--- config.mk ---
export PLATFORM = sky130hd
export DESIGN_NAME = sram_async_ctl
export DESIGN_NICKNAME = d
export VERILOG_FILES = /design/src/rtl/sram_ctl_pkg.sv /design/src/rtl/sram_phase_timer.sv /design/src/rtl/sram_data_path.sv /design/src/rtl/sram_async_ctl.sv
export SDC_FILE = /design/constraint.sdc
export NUM_CORES = 1
export LEC_CHECK = 0
export BUFFER_PORTS_ARGS = -buffer_cell sky130_fd_sc_hd__buf_2
export CAP_MARGIN = 20
export CELL_PAD_IN_SITES_DETAIL_PLACEMENT = 1
export CELL_PAD_IN_SITES_GLOBAL_PLACEMENT = 2
export CORE_MARGIN = 2
export CORE_UTILIZATION = 32
export CTS_CLUSTER_DIAMETER = 40
export DETAILED_ROUTE_END_ITERATION = 6
export PLACE_DENSITY_LB_ADDON = 0.2
export SLEW_MARGIN = 20
export SYNTH_ARGS = -nofsm -noshare
export SYNTH_HDL_FRONTEND = slang
export SYNTH_SLANG_ARGS = --single-unit
--- constraint.sdc ---
create_clock -name clk -period 6 [get_ports clk]
set_input_delay 0.3 -clock clk [delete_from_list [all_inputs] [get_ports clk]]
set_output_delay 0.3 -clock clk [all_outputs]
set_load 0.1 [all_outputs]
--- src/rtl/sram_ctl_pkg.sv ---
package sram_ctl_pkg;

    typedef enum logic [2:0] {
        ST_IDLE,
        ST_RD_SETUP,
        ST_RD_WAIT,
        ST_RD_DONE,
        ST_WR_SETUP,
        ST_WR_PULSE,
        ST_WR_RECOVER,
        ST_RETAIN
    } ctl_state_e;

    // Convert a nanosecond figure to whole clock cycles, never fewer than one.
    function automatic int ns_to_cycles(input int ns, input int period_ns);
        int c;
        c = (ns + period_ns - 1) / period_ns;
        return (c < 1) ? 1 : c;
    endfunction

    function automatic int imax(input int a, input int b);
        return (a > b) ? a : b;
    endfunction

endpackage

--- src/rtl/sram_phase_timer.sv ---
// Down-counter that marks the final cycle of a timed phase.
module sram_phase_timer #(
    parameter int CNT_W = 5
) (
    input  logic             clk,
    input  logic             rst_n,
    input  logic             load,
    input  logic [CNT_W-1:0] load_val,
    output logic             last
);

    logic [CNT_W-1:0] cnt_q;

    always_ff @(posedge clk or negedge rst_n) begin
        if (!rst_n) begin
            cnt_q <= '0;
        end else if (load) begin
            cnt_q <= load_val;
        end else if (cnt_q != '0) begin
            cnt_q <= cnt_q - CNT_W'(1);
        end
    end

    assign last = (cnt_q == CNT_W'(1));

endmodule

--- src/rtl/sram_data_path.sv ---
// Write-byte holding register and read-byte capture register.
module sram_data_path #(
    parameter int DATA_W = 8
) (
    input  logic              clk,
    input  logic              rst_n,
    input  logic              load_wdata,
    input  logic [DATA_W-1:0] wdata_in,
    input  logic              capture,
    input  logic [DATA_W-1:0] pin_in,
    output logic [DATA_W-1:0] pin_out,
    output logic [DATA_W-1:0] rdata
);

    logic [DATA_W-1:0] wbyte_q;
    logic [DATA_W-1:0] rbyte_q;

    always_ff @(posedge clk or negedge rst_n) begin
        if (!rst_n) begin
            wbyte_q <= '0;
        end else if (load_wdata) begin
            wbyte_q <= wdata_in;
        end
    end

    always_ff @(posedge clk or negedge rst_n) begin
        if (!rst_n) begin
            rbyte_q <= '0;
        end else if (capture) begin
            rbyte_q <= pin_in;
        end
    end

    assign pin_out = wbyte_q;
    assign rdata   = rbyte_q;

endmodule

--- src/rtl/sram_async_ctl.sv ---
module sram_async_ctl
    import sram_ctl_pkg::*;
#(
    parameter int ADDR_W        = 18,
    parameter int DATA_W        = 8,
    parameter int CLK_PERIOD_NS = 4,
    parameter int T_RC_NS       = 70,
    parameter int T_AA_NS       = 70,
    parameter int T_OE_NS       = 35,
    parameter int T_WC_NS       = 70,
    parameter int T_CW_NS       = 65,
    parameter int T_AW_NS       = 65,
    parameter int T_WP_NS       = 55,
    parameter int T_DW_NS       = 30,
    parameter int T_OHZ_NS      = 25
) (
    input  logic              clk,
    input  logic              rst_n,
    input  logic              req_valid,
    input  logic              req_write,
    input  logic [ADDR_W-1:0] req_addr,
    input  logic [DATA_W-1:0] req_wdata,
    output logic              req_ack,
    output logic [DATA_W-1:0] rsp_rdata,
    output logic              rsp_valid,
    input  logic              retain_req,
    input  logic              wake_req,
    output logic [ADDR_W-1:0] mem_addr,
    output logic              mem_sel_n_lo,
    output logic              mem_sel_hi,
    output logic              mem_rd_en_n,
    output logic              mem_wr_en_n,
    output logic [DATA_W-1:0] mem_dq_out,
    output logic              mem_dq_oe,
    input  logic [DATA_W-1:0] mem_dq_in
);

    // Raw interval counts from the nanosecond figures.
    localparam int N_RC  = ns_to_cycles(T_RC_NS,  CLK_PERIOD_NS);
    localparam int N_AA  = ns_to_cycles(T_AA_NS,  CLK_PERIOD_NS);
    localparam int N_OE  = ns_to_cycles(T_OE_NS,  CLK_PERIOD_NS);
    localparam int N_WC  = ns_to_cycles(T_WC_NS,  CLK_PERIOD_NS);
    localparam int N_CW  = ns_to_cycles(T_CW_NS,  CLK_PERIOD_NS);
    localparam int N_AW  = ns_to_cycles(T_AW_NS,  CLK_PERIOD_NS);
    localparam int N_WP  = ns_to_cycles(T_WP_NS,  CLK_PERIOD_NS);
    localparam int N_DW  = ns_to_cycles(T_DW_NS,  CLK_PERIOD_NS);
    localparam int N_OHZ = ns_to_cycles(T_OHZ_NS, CLK_PERIOD_NS);

    // Phase lengths.
    localparam int LEN_RD_WAIT  = imax(imax(N_AA - 1, N_OE), imax(N_RC - 1, 1));
    localparam int LEN_WR_SETUP = N_OHZ;
    localparam int LEN_WR_PULSE = imax(imax(N_WP, N_DW),
                                       imax(N_CW - LEN_WR_SETUP, N_AW - LEN_WR_SETUP));
    localparam int LEN_WR_REC   = imax(1, N_WC - LEN_WR_SETUP - LEN_WR_PULSE);
    localparam int LEN_WAKE     = N_RC;
    localparam int LEN_MAX      = imax(imax(LEN_RD_WAIT, LEN_WR_SETUP),
                                       imax(imax(LEN_WR_PULSE, LEN_WR_REC), LEN_WAKE));
    localparam int CNT_W        = $clog2(LEN_MAX + 1);

    ctl_state_e        state_q, state_d;
    logic              accept;
    logic              wake_start;
    logic              waking_q;
    logic              timer_load;
    logic [CNT_W-1:0]  timer_val;
    logic              phase_last;
    logic              ack_q;
    logic              drive_hold_q;
    logic [ADDR_W-1:0] addr_q;
    logic              selected;

    function automatic logic [CNT_W-1:0] phase_len(input ctl_state_e s);
        logic [CNT_W-1:0] v;
        unique case (s)
            ST_RD_SETUP:   v = CNT_W'(1);
            ST_RD_WAIT:    v = CNT_W'(LEN_RD_WAIT);
            ST_RD_DONE:    v = CNT_W'(1);
            ST_WR_SETUP:   v = CNT_W'(LEN_WR_SETUP);
            ST_WR_PULSE:   v = CNT_W'(LEN_WR_PULSE);
            ST_WR_RECOVER: v = CNT_W'(LEN_WR_REC);
            default:       v = '0;
        endcase
        return v;
    endfunction

    assign accept     = (state_q == ST_IDLE) && !retain_req && req_valid;
    assign wake_start = (state_q == ST_RETAIN) && !waking_q && wake_req;

    // Next-state logic.
    always_comb begin
        state_d = state_q;
        unique case (state_q)
            ST_IDLE: begin
                if (retain_req)     state_d = ST_RETAIN;
                else if (req_valid) state_d = req_write ? ST_WR_SETUP : ST_RD_SETUP;
            end
            ST_RD_SETUP:   if (phase_last) state_d = ST_RD_WAIT;
            ST_RD_WAIT:    if (phase_last) state_d = ST_RD_DONE;
            ST_RD_DONE:    if (phase_last) state_d = ST_IDLE;
            ST_WR_SETUP:   if (phase_last) state_d = ST_WR_PULSE;
            ST_WR_PULSE:   if (phase_last) state_d = ST_WR_RECOVER;
            ST_WR_RECOVER: if (phase_last) state_d = ST_IDLE;
            ST_RETAIN:     if (waking_q && phase_last) state_d = ST_IDLE;
            default:       state_d = ST_IDLE;
        endcase
    end

    assign timer_load = (state_d != state_q) || wake_start;
    assign timer_val  = wake_start ? CNT_W'(LEN_WAKE) : phase_len(state_d);

    // State register.
    always_ff @(posedge clk or negedge rst_n) begin
        if (!rst_n) state_q <= ST_IDLE;
        else        state_q <= state_d;
    end

    // Sequencing registers: acknowledge, wake flag, drive hold, address.
    always_ff @(posedge clk or negedge rst_n) begin
        if (!rst_n) begin
            ack_q        <= 1'b0;
            waking_q     <= 1'b0;
            drive_hold_q <= 1'b0;
            addr_q       <= '0;
        end else begin
            ack_q        <= accept;
            drive_hold_q <= (state_q == ST_WR_PULSE);
            if (wake_start)                waking_q <= 1'b1;
            else if (state_q != ST_RETAIN) waking_q <= 1'b0;
            if (accept) addr_q <= req_addr;
        end
    end

    sram_phase_timer #(
        .CNT_W (CNT_W)
    ) u_timer (
        .clk      (clk),
        .rst_n    (rst_n),
        .load     (timer_load),
        .load_val (timer_val),
        .last     (phase_last)
    );

    sram_data_path #(
        .DATA_W (DATA_W)
    ) u_data (
        .clk        (clk),
        .rst_n      (rst_n),
        .load_wdata (accept && req_write),
        .wdata_in   (req_wdata),
        .capture    ((state_q == ST_RD_WAIT) && phase_last),
        .pin_in     (mem_dq_in),
        .pin_out    (mem_dq_out),
        .rdata      (rsp_rdata)
    );

    // Output decode from the state register.
    always_comb begin
        selected    = 1'b0;
        mem_rd_en_n = 1'b1;
        mem_wr_en_n = 1'b1;
        mem_dq_oe   = 1'b0;
        rsp_valid   = 1'b0;
        unique case (state_q)
            ST_RD_SETUP: selected = 1'b1;
            ST_RD_WAIT: begin
                selected    = 1'b1;
                mem_rd_en_n = 1'b0;
            end
            ST_RD_DONE: rsp_valid = 1'b1;
            ST_WR_SETUP: selected = 1'b1;
            ST_WR_PULSE: begin
                selected    = 1'b1;
                mem_wr_en_n = 1'b0;
                mem_dq_oe   = 1'b1;
            end
            ST_WR_RECOVER: begin
                selected  = 1'b1;
                mem_dq_oe = drive_hold_q;
            end
            default: selected = 1'b0;
        endcase
    end

    assign mem_sel_n_lo = !selected;
    assign mem_sel_hi   = selected;
    assign mem_addr     = addr_q;
    assign req_ack      = ack_q;

endmodule

Word-level counts from Yosys, hierarchy flattened
Index checks and enable logic that the tools add are counted.
{"block": "totals", "register_bits": 45, "output_inout_bits": 41}
{"block": "classes", "n_addsub": 1, "n_eq_ne": 16, "muxes": 21, "n_reduce_logical": 18}
{"op": "2-to-1 mux 3 bit", "n": 9}
{"op": "equality test 3 bit (second input constant)", "n": 7}
{"op": "one-hot mux 3 bit (7 select lines)", "n": 1}
{"op": "one-hot mux 5 bit (4 select lines)", "n": 1}
{"op": "2-to-1 mux 5 bit", "n": 3}
{"op": "equality test 3 x 2 -> 1 bit (second input constant)", "n": 4}
{"op": "logical AND 1 bit", "n": 7}
{"op": "equality test 3 x 1 -> 1 bit (second input constant)", "n": 2}
{"op": "2-to-1 mux 1 bit", "n": 6}
{"op": "equality test 5 x 1 -> 1 bit (second input constant)", "n": 1}
{"op": "nonzero test 5 bit", "n": 1}
{"op": "OR reduction 5 bit", "n": 1}
{"op": "subtractor 5 x 1 -> 5 bit (second input constant)", "n": 1}
{"op": "nonzero test 2 bit", "n": 2}
{"op": "logical NOT 1 bit", "n": 3}
{"op": "logical NOT 3 bit", "n": 1}
{"op": "!= test 3 bit", "n": 1}
{"op": "!= test 3 bit (second input constant)", "n": 1}
{"op": "OR reduction 3 bit", "n": 1}
{"op": "one-hot mux 1 bit (2 select lines)", "n": 1}
{"op": "OR reduction 2 bit", "n": 1}
{"op": "logical OR 1 bit", "n": 1}

Depth between registers and ports, before layout
Gate-level depths: netlist of run 1.
{"block": "logic_depth", "word_depth": 9, "depth_mapped": 8, "mapped_depth_nobuf": 8}

Cells and area by module
Synthesis of run 1 repeated with hierarchy kept, for this count alone.
{"block": "unflattened", "hier_cells": 174, "hier_area_um2": 2217.1}
{"mod": "sram_async_ctl", "instances": 1, "cells_per_inst": 111, "area_per_inst_um2": 1251.2, "seq_area_each_um2": 600.6}
{"mod": "sram_data_path", "instances": 1, "cells_per_inst": 34, "area_per_inst_um2": 663.1, "seq_area_each_um2": 400.4}
{"mod": "sram_phase_timer", "instances": 1, "cells_per_inst": 29, "area_per_inst_um2": 302.8, "seq_area_each_um2": 125.1}

Least setup slack after synthesis of run 1
Ideal clock, no wire load.
{"block": "synth_path", "path_kind": "reg2out", "start": "reg state_q[1]", "end": "out mem_sel_n_lo", "t_arrival_ns": 2.296, "path_slack_ns": 3.404, "stages_incl_launch_ff": 5, "n_path_buf": 2, "path_cell_list": "dfrtp_1 clkbuf_1 clkbuf_1 o21a_1 inv_1"}
{"block": "synth_via", "elab_chain_cells": 4, "word_cells_on_any_way": 8, "cone_classes": "eq/ne (5); mux (1); reduce/logical (2)"}
{"item": "start, declared", "line": "sram_async_ctl.sv:60", "text": "ctl_state_e state_q, state_d;"}
{"item": "start signal, assigned", "line": "sram_async_ctl.sv:114", "text": "else state_q <= state_d;"}
{"item": "equality test 3 bit (tied with other cells)", "line": "sram_async_ctl.sv:163", "text": "unique case (state_q)"}
{"item": "OR reduction 5 bit (no line) (*)"}
{"item": "2-to-1 mux 1 bit (*)", "line": "sram_async_ctl.sv:163"}
{"item": "named net mem_sel_hi", "line": "sram_async_ctl.sv:30", "text": "output logic mem_sel_hi,"}
{"item": "logical NOT 1 bit (*)", "line": "sram_async_ctl.sv:184", "text": "assign mem_sel_n_lo = !selected;"}
{"item": "end, declared", "line": "sram_async_ctl.sv:29", "text": "output logic mem_sel_n_lo,"}
Mark *: on every way through the listed nets, which the timed path passes. The rest lies on a longest branch.

Worst setup path in the final report of run 1
{"block": "layout_path", "start": "reg state_q[1]", "end": "reg u_data.wbyte_q[5] (netlist: u_data.pin_out[5])"}
{"block": "layout_via", "elab_chain_cells": 4}
{"item": "logical NOT 3 bit", "line": "sram_async_ctl.sv:86", "text": "assign accept = (state_q == ST_IDLE) && !retain_req && req_valid;"}
{"item": "logical AND 1 bit (2 in series)", "line": "sram_async_ctl.sv:86"}
{"item": "logical AND 1 bit", "line": "sram_async_ctl.sv:148", "text": ".load_wdata (accept && req_write),"}
{"item": "end signal, assigned", "line": "sram_data_path.sv:22", "text": "wbyte_q <= wdata_in;"}
{"item": "end, declared", "line": "sram_data_path.sv:15", "text": "logic [DATA_W-1:0] wbyte_q;"}
Every way passes these cells.
A chain may end at the register's enable or synchronous reset.

==> results of run 1 <==
[registers in the layout, indices dropped and copies added, names as in the netlist]
name / flops
drive_hold_q: 1
mem_addr: 18
req_ack: 1
state_q: 3
u_data.pin_out: 8
u_data.rdata: 8
u_timer.cnt_q: 5
waking_q: 1
[metal layers]
metal  part of all wire, %  track usage [%]
met4                  0.86             3.96
met3                   7.8             4.95
met1                    43             18.8
met5                     0                0
met2                    48             22.3
[layout make-up]
| cell class | instances | share of cell area (%) |
|---|---|---|
| tap | 77 | 3.65 |
| clock buffer | 5 | 2.61 |
| timing repair buffer | 80 | 15.3 |
| clock inverter | 3 | 2.46 |
| sequential | 45 | 42.6 |
| multi-input combinational | 107 | 32.5 |
| inverter | 6 | 0.853 |
[how the worst max path moves through the flow]
| stage | slack [ps] | cells past startpoint | from | to |
|---|---|---|---|---|
| finish | 3250 | 4 | state_q[1] | u_data.pin_out[5] |
| global route | 2960 | 4 | state_q[1] | u_data.pin_out[7] |
| CTS | 3230 | 4 | state_q[1] | u_data.pin_out[5] |
| detailed placement | 3260 | 4 | state_q[1] | u_data.pin_out[5] |
| global placement | 3290 | 4 | state_q[1] | u_data.pin_out[0] |
| floorplan | 3400 | 4 | state_q[1] | mem_sel_n_lo |
[through the flow]
| stage | worst slack (ps) | std cells | util, % | hold slack [ps] |
|---|---|---|---|---|
| 2_1_floorplan | 3400 | 164 | - | 4.41 |
| 3_3_place_gp | 3290 | 315 | 40.1 | 484 |
| 3_5_place_dp | 3260 | 315 | 40.1 | 490 |
| 4_1_cts | 3230 | 323 | 42.3 | 219 |
| 5_1_grt | 2960 | 323 | 42.3 | 35.3 |
| 6_report | 3250 | 323 | 42.3 | -5.92 |
[synth_stat cells (all sizes together)]
cell type | n | share of area [%]
dfrtp | 45 | 55
mux2 | 34 | 19
nand2 | 13 | 2.4
nor2 | 7 | 1.3
inv | 6 | 1.1
nand3 | 6 | 1.5
a21oi | 4 | 0.98
clkbuf | 4 | 0.74
mux2i | 4 | 2.0
o21ai | 4 | 0.98
ha | 3 | 1.8
nor3 | 3 | 0.74
a21boi | 2 | 0.74
and4 | 2 | 0.98
buf | 2 | 0.49
nand2b | 2 | 0.62
nand3b | 2 | 0.74
nor2b | 2 | 0.62
nor4 | 2 | 0.62
o21a | 2 | 0.74
o31a | 2 | 0.86
xor2 | 2 | 0.86
a21o | 1 | 0.37
a31o | 1 | 0.43
a32oi | 1 | 0.43
and2 | 1 | 0.31
and3b | 1 | 0.43
nor4b | 1 | 0.74
o221ai | 1 | 0.43
or3 | 1 | 0.31
or3b | 1 | 0.43
or4b | 1 | 0.68
xnor2 | 1 | 0.43
[cell families (layout without fill, tap and decap cells)]
| group | count (synthesis) | in the layout | synth area share, % |
|---|---|---|---|
| flops | 45 | 45 | 55.4 |
| simple gates | 45 | 45 | 12.4 |
| mux | 38 | 38 | 20.8 |
| compound gates | 18 | 18 | 5.97 |
| buf+inv | 12 | 94 | 2.34 |
| fa+ha+maj | 3 | 3 | 1.85 |
| xor+xnor | 3 | 3 | 1.29 |
[critical path, cell delays in order, from the launching register on]
cell and delay, ps:
dfrtp_1 580, nor4_1 500, and2_1 770, nand2_1 420
mux2_2 380
==> flow_summary.toml, run 1 <==
[sta]
skew_ps = 5.07
maxSlewViolCount = 0
fin_crit_sh_pct = 45.8
setup_tns_ps = 0
hold_violations = 5
slew_headroom_pct = 42.0
fmax_ghz = 0.364
tightest_slew_ps = 870
setup_violations = 0
grt_setup_unrepaired = "false"
hold_slack_ps = -5.92
finalCriticalPeriod_ps = 2750

[routing]
wl_per_cell_um = 14.7
drc = 0
routed_wl_um = 4740
vias = 1540
routed_via_density = 4.77
drt_iter0_markers = 56
drt_pass1_iterations = 2
ant_nets = 0

[clock_network]
htreeDepth = 2
postCtsSetupBuffers = 0
clk_latency_ps = 290
cts_tree = "yes"
cts.clk_slew.worst_paths_ps = 80
cts_buffers = 5
cts_hold_buf = 0
clk_path_buf_depth = 2
cts_resized = 0
cts.sinks = 45
clock-root-buffer = "clkbuf_8"

[setup_path]
required_ps = 6180
r2r_start = "state_q[1]"
r2r_slack_ps = 3250
arrival_ps = 2930
crit_type = "flip-flop to flip-flop"
reg2reg_depth = 4
worstSetupStartpointType = "flip-flop"
rr_endpoint = "u_data.pin_out[5]"
crit_path_end_kind = "flip-flop"
crit_fanout = 20

[die]
dieArea_um2 = 7010
io_pins = 81
core_um2 = 6240
initial_utilization_pct = 32.6
die_h_um = 83.7
rows = 29
die_w_um = 83.7

[outcome]
status = "finished with violations"
violations = "negative hold slack"

[cells_and_area]
multi_input_area_um2 = 860
final_nets = 288
areaGrowthSynthToFinish_pct = 29.9
finish.instance_area_um2 = 2640
layout_common_cells = "buf_2, dfrtp_1, mux2_2"
fill_cells = 717
num_antenna_cells = 0
drive_above_1_share_pct = 51.6
final_common_cell = "buf_2"
register_area_um2 = 1130

[global_routing]
antenna_found_initial = 0
grt-ovfl-total = 0
grt_max_degree = 46
grt_pass1_vias = 1630
grt_use_total_pct = 14.2
grt_first_pass_wirelength_um = 8070

[logic_synthesis]
syn_area_um2 = 2030
synth_fp_nets = 207
ys_ff_latch = 45
yosysUniqueCellTypes = 36
ys_warn_count = 0
ys_seq_area_share_pct = 55.4
synth.avg_cell_area_um2 = 12.4
synthesis.instances = 164

[run]
drv_cap = 0

[placed_design]
place.gp.congestion = 0.697
portBuffers = 80
dp_hpwl_um = 3500
place_area_um2 = 2500

[worst_hold_path]
min_path_type = "input port to async pin"
Power of run 1 is left out: the tool's default activity adds up to more than one toggle a clock period on the data nets, which glitch-free logic cannot reach.
==> run 2: changes to the inputs <==
--- a/config.mk
+++ b/config.mk
@@ -10,7 +10,7 @@
 export CELL_PAD_IN_SITES_DETAIL_PLACEMENT = 1
 export CELL_PAD_IN_SITES_GLOBAL_PLACEMENT = 2
 export CORE_MARGIN = 2
-export CORE_UTILIZATION = 32
+export CORE_UTILIZATION = 27
 export CTS_CLUSTER_DIAMETER = 40
 export DETAILED_ROUTE_END_ITERATION = 6
 export PLACE_DENSITY_LB_ADDON = 0.2
==> constraint.sdc (replaced) <==
create_clock -name clk -period 2.5 [get_ports clk]
set_input_delay 0.125 -clock clk [delete_from_list [all_inputs] [get_ports clk]]
set_output_delay 0.125 -clock clk [all_outputs]
set_load 0.1 [all_outputs]
==> flow_summary.toml, run 2 (same netlist as run 1, synthesis figures left out) <==
[outcome]
status = "completed"

[sta]
fmax_ghz = 0.440
slew_headroom_pct = 66.0
maxSlewViolCount = 0
fin_crit_sh_pct = 90.9
grt_setup_unrepaired = "false"
setup_tns_ps = 0
tightest_slew_ps = 510
finalCriticalPeriod_ps = 2270
skew_ps = 5.49
setup_violations = 0
hold_violations = 0

[placed_design]
place.gp.congestion = 0.726
dp_hpwl_um = 4010
portBuffers = 80

[global_routing]
antenna_found_initial = 0
grt_pass1_vias = 1712
grt_use_total_pct = 13.2
grt_first_pass_wirelength_um = 8730
grt-ovfl-total = 0
grt_max_degree = 24

[die]
rows = 31
die_h_um = 90.8
core_um2 = 7250
initial_utilization_pct = 28.0
io_pins = 81
die_w_um = 90.8
dieArea_um2 = 8240

[clock_network]
cts_buffers = 5
cts_tree = "yes"
cts.sinks = 45
clk_latency_ps = 290
htreeDepth = 2
clock-root-buffer = "clkbuf_8"
cts.clk_slew.worst_paths_ps = 80
postCtsSetupBuffers = 0
clk_path_buf_depth = 2

[run]
drv_cap = 0

[setup_path]
crit_fanout = 4
arrival_ps = 2460
cp.depth = 8
crit_path_max_incr_delay_ps = 490
critPathBufInv = 2
cp_cell_sequence = "inv_1, ha_1, or4b_4, o21ai_1, and4_4, inv_2, or3_1, a31o_1"
crit_path_end_kind = "flip-flop"
reg2reg_depth = 8
crit_type = "flip-flop to flip-flop"
worstSetupStartpointType = "flip-flop"
crit_family = "simple AND/OR/NAND/NOR gates"
required_ps = 2680
r2r_slack_ps = 230
cp_slowest_cell = "or4b_4"

[cells_and_area]
final_nets = 294
final_common_cell = "buf_2"
areaGrowthSynthToFinish_pct = 31.3
largest_register_ffs = 18
drive_above_1_share_pct = 52.2
layout_common_cells = "buf_2, dfrtp_1, mux2_2"
num_antenna_cells = 0

[routing]
wl_per_cell_um = 14.9
ant_nets = 0
drc = 0
routed_wl_um = 5220
routed_via_density = 4.50
drt_iter0_markers = 48
vias = 1576
drt_pass1_iterations = 4

[worst_hold_path]
holdPathStages = 2
min_path_type = "input port to flip-flop"
-- run 2: cell count changes in the layout (fill, tap and decap cells not counted) --
| cell | previous run | this run |
|---|---|---|
| buf_2 | 79 | 80 |
| dlygate4sd3_1 | 0 | 1 |
| buf_4 | 1 | 5 |
| clkinv_2 | 1 | 0 |
| clkinvlp_4 | 0 | 1 |
| bufinv_16 | 2 | 0 |
| clkbuf_8 | 5 | 6 |
-- run 2: path summary, 6_finish.rpt --
| kind | from | endpoint |
|---|---|---|
| setup / recovery | u_timer.cnt_q[1] | u_timer.cnt_q[0] |
| hold / removal | req_wdata[0] | u_data.pin_out[0] |
| setup reg to reg | u_timer.cnt_q[1] | u_timer.cnt_q[0] |
| hold reg to reg | mem_addr[15] | mem_addr[15] |
| max in group asynchronous | rst_n | mem_addr[1] |
| min in group asynchronous | rst_n | u_data.pin_out[1] |
-- run 2: repair_timing --
action	in CTS	in global routing
hold buffers	1	0
endpoints found under the hold margin	22	0
resized for setup	0	0
-- run 2: metrics by stage --
| stage | std cells | utilization (%) | setup WS (ps) | cell area (um2) | hold slack (ps) |
|---|---|---|---|---|---|
| finish | 350 | 36.8 | 227 | 2670 | 56.3 |
| global route | 350 | 36.8 | 71.1 | 2670 | 42.7 |
| floorplan | 164 | - | 78.7 | 2030 | -171 |
| detailed placement | 342 | 35.4 | 228 | 2570 | 130 |
| CTS | 350 | 36.8 | 211 | 2670 | 43.3 |
| global placement | 342 | 35.4 | 286 | 2570 | 135 |
-- run 2: layer usage --
| metal | vias to the layer above | share of wire (%) | global-route usage [%] |
|---|---|---|---|
| met2 | 52 | 48 | 21.5 |
| met3 | 4 | 7.6 | 4.76 |
| li1 | 746 | - | - |
| met4 | 0 | 0.75 | 3.79 |
| met1 | 774 | 43 | 16.6 |
| met5 | - | 0 | 0 |
-- run 2: worst reg2reg max path: stages (launching register included) --
cell     delay, ps
dfrtp_1        410
inv_1          100
ha_1           160
or4b_4         490
o21ai_1        150
and4_4         270
inv_2           40
or3_1          350
a31o_1         210
-- run 2: area by class of cell --
cell class / count / area (um2)
clock buffers: 6 / 82.6
clock inverters: 1 / 7.51
fillers: 844 / 4580
inverters: 6 / 22.5
multi-input cells: 107 / 860
flip-flops and latches: 45 / 1130
well taps: 99 / 124
repair buffers: 86 / 448
Power of run 2 is left out for the same reason.
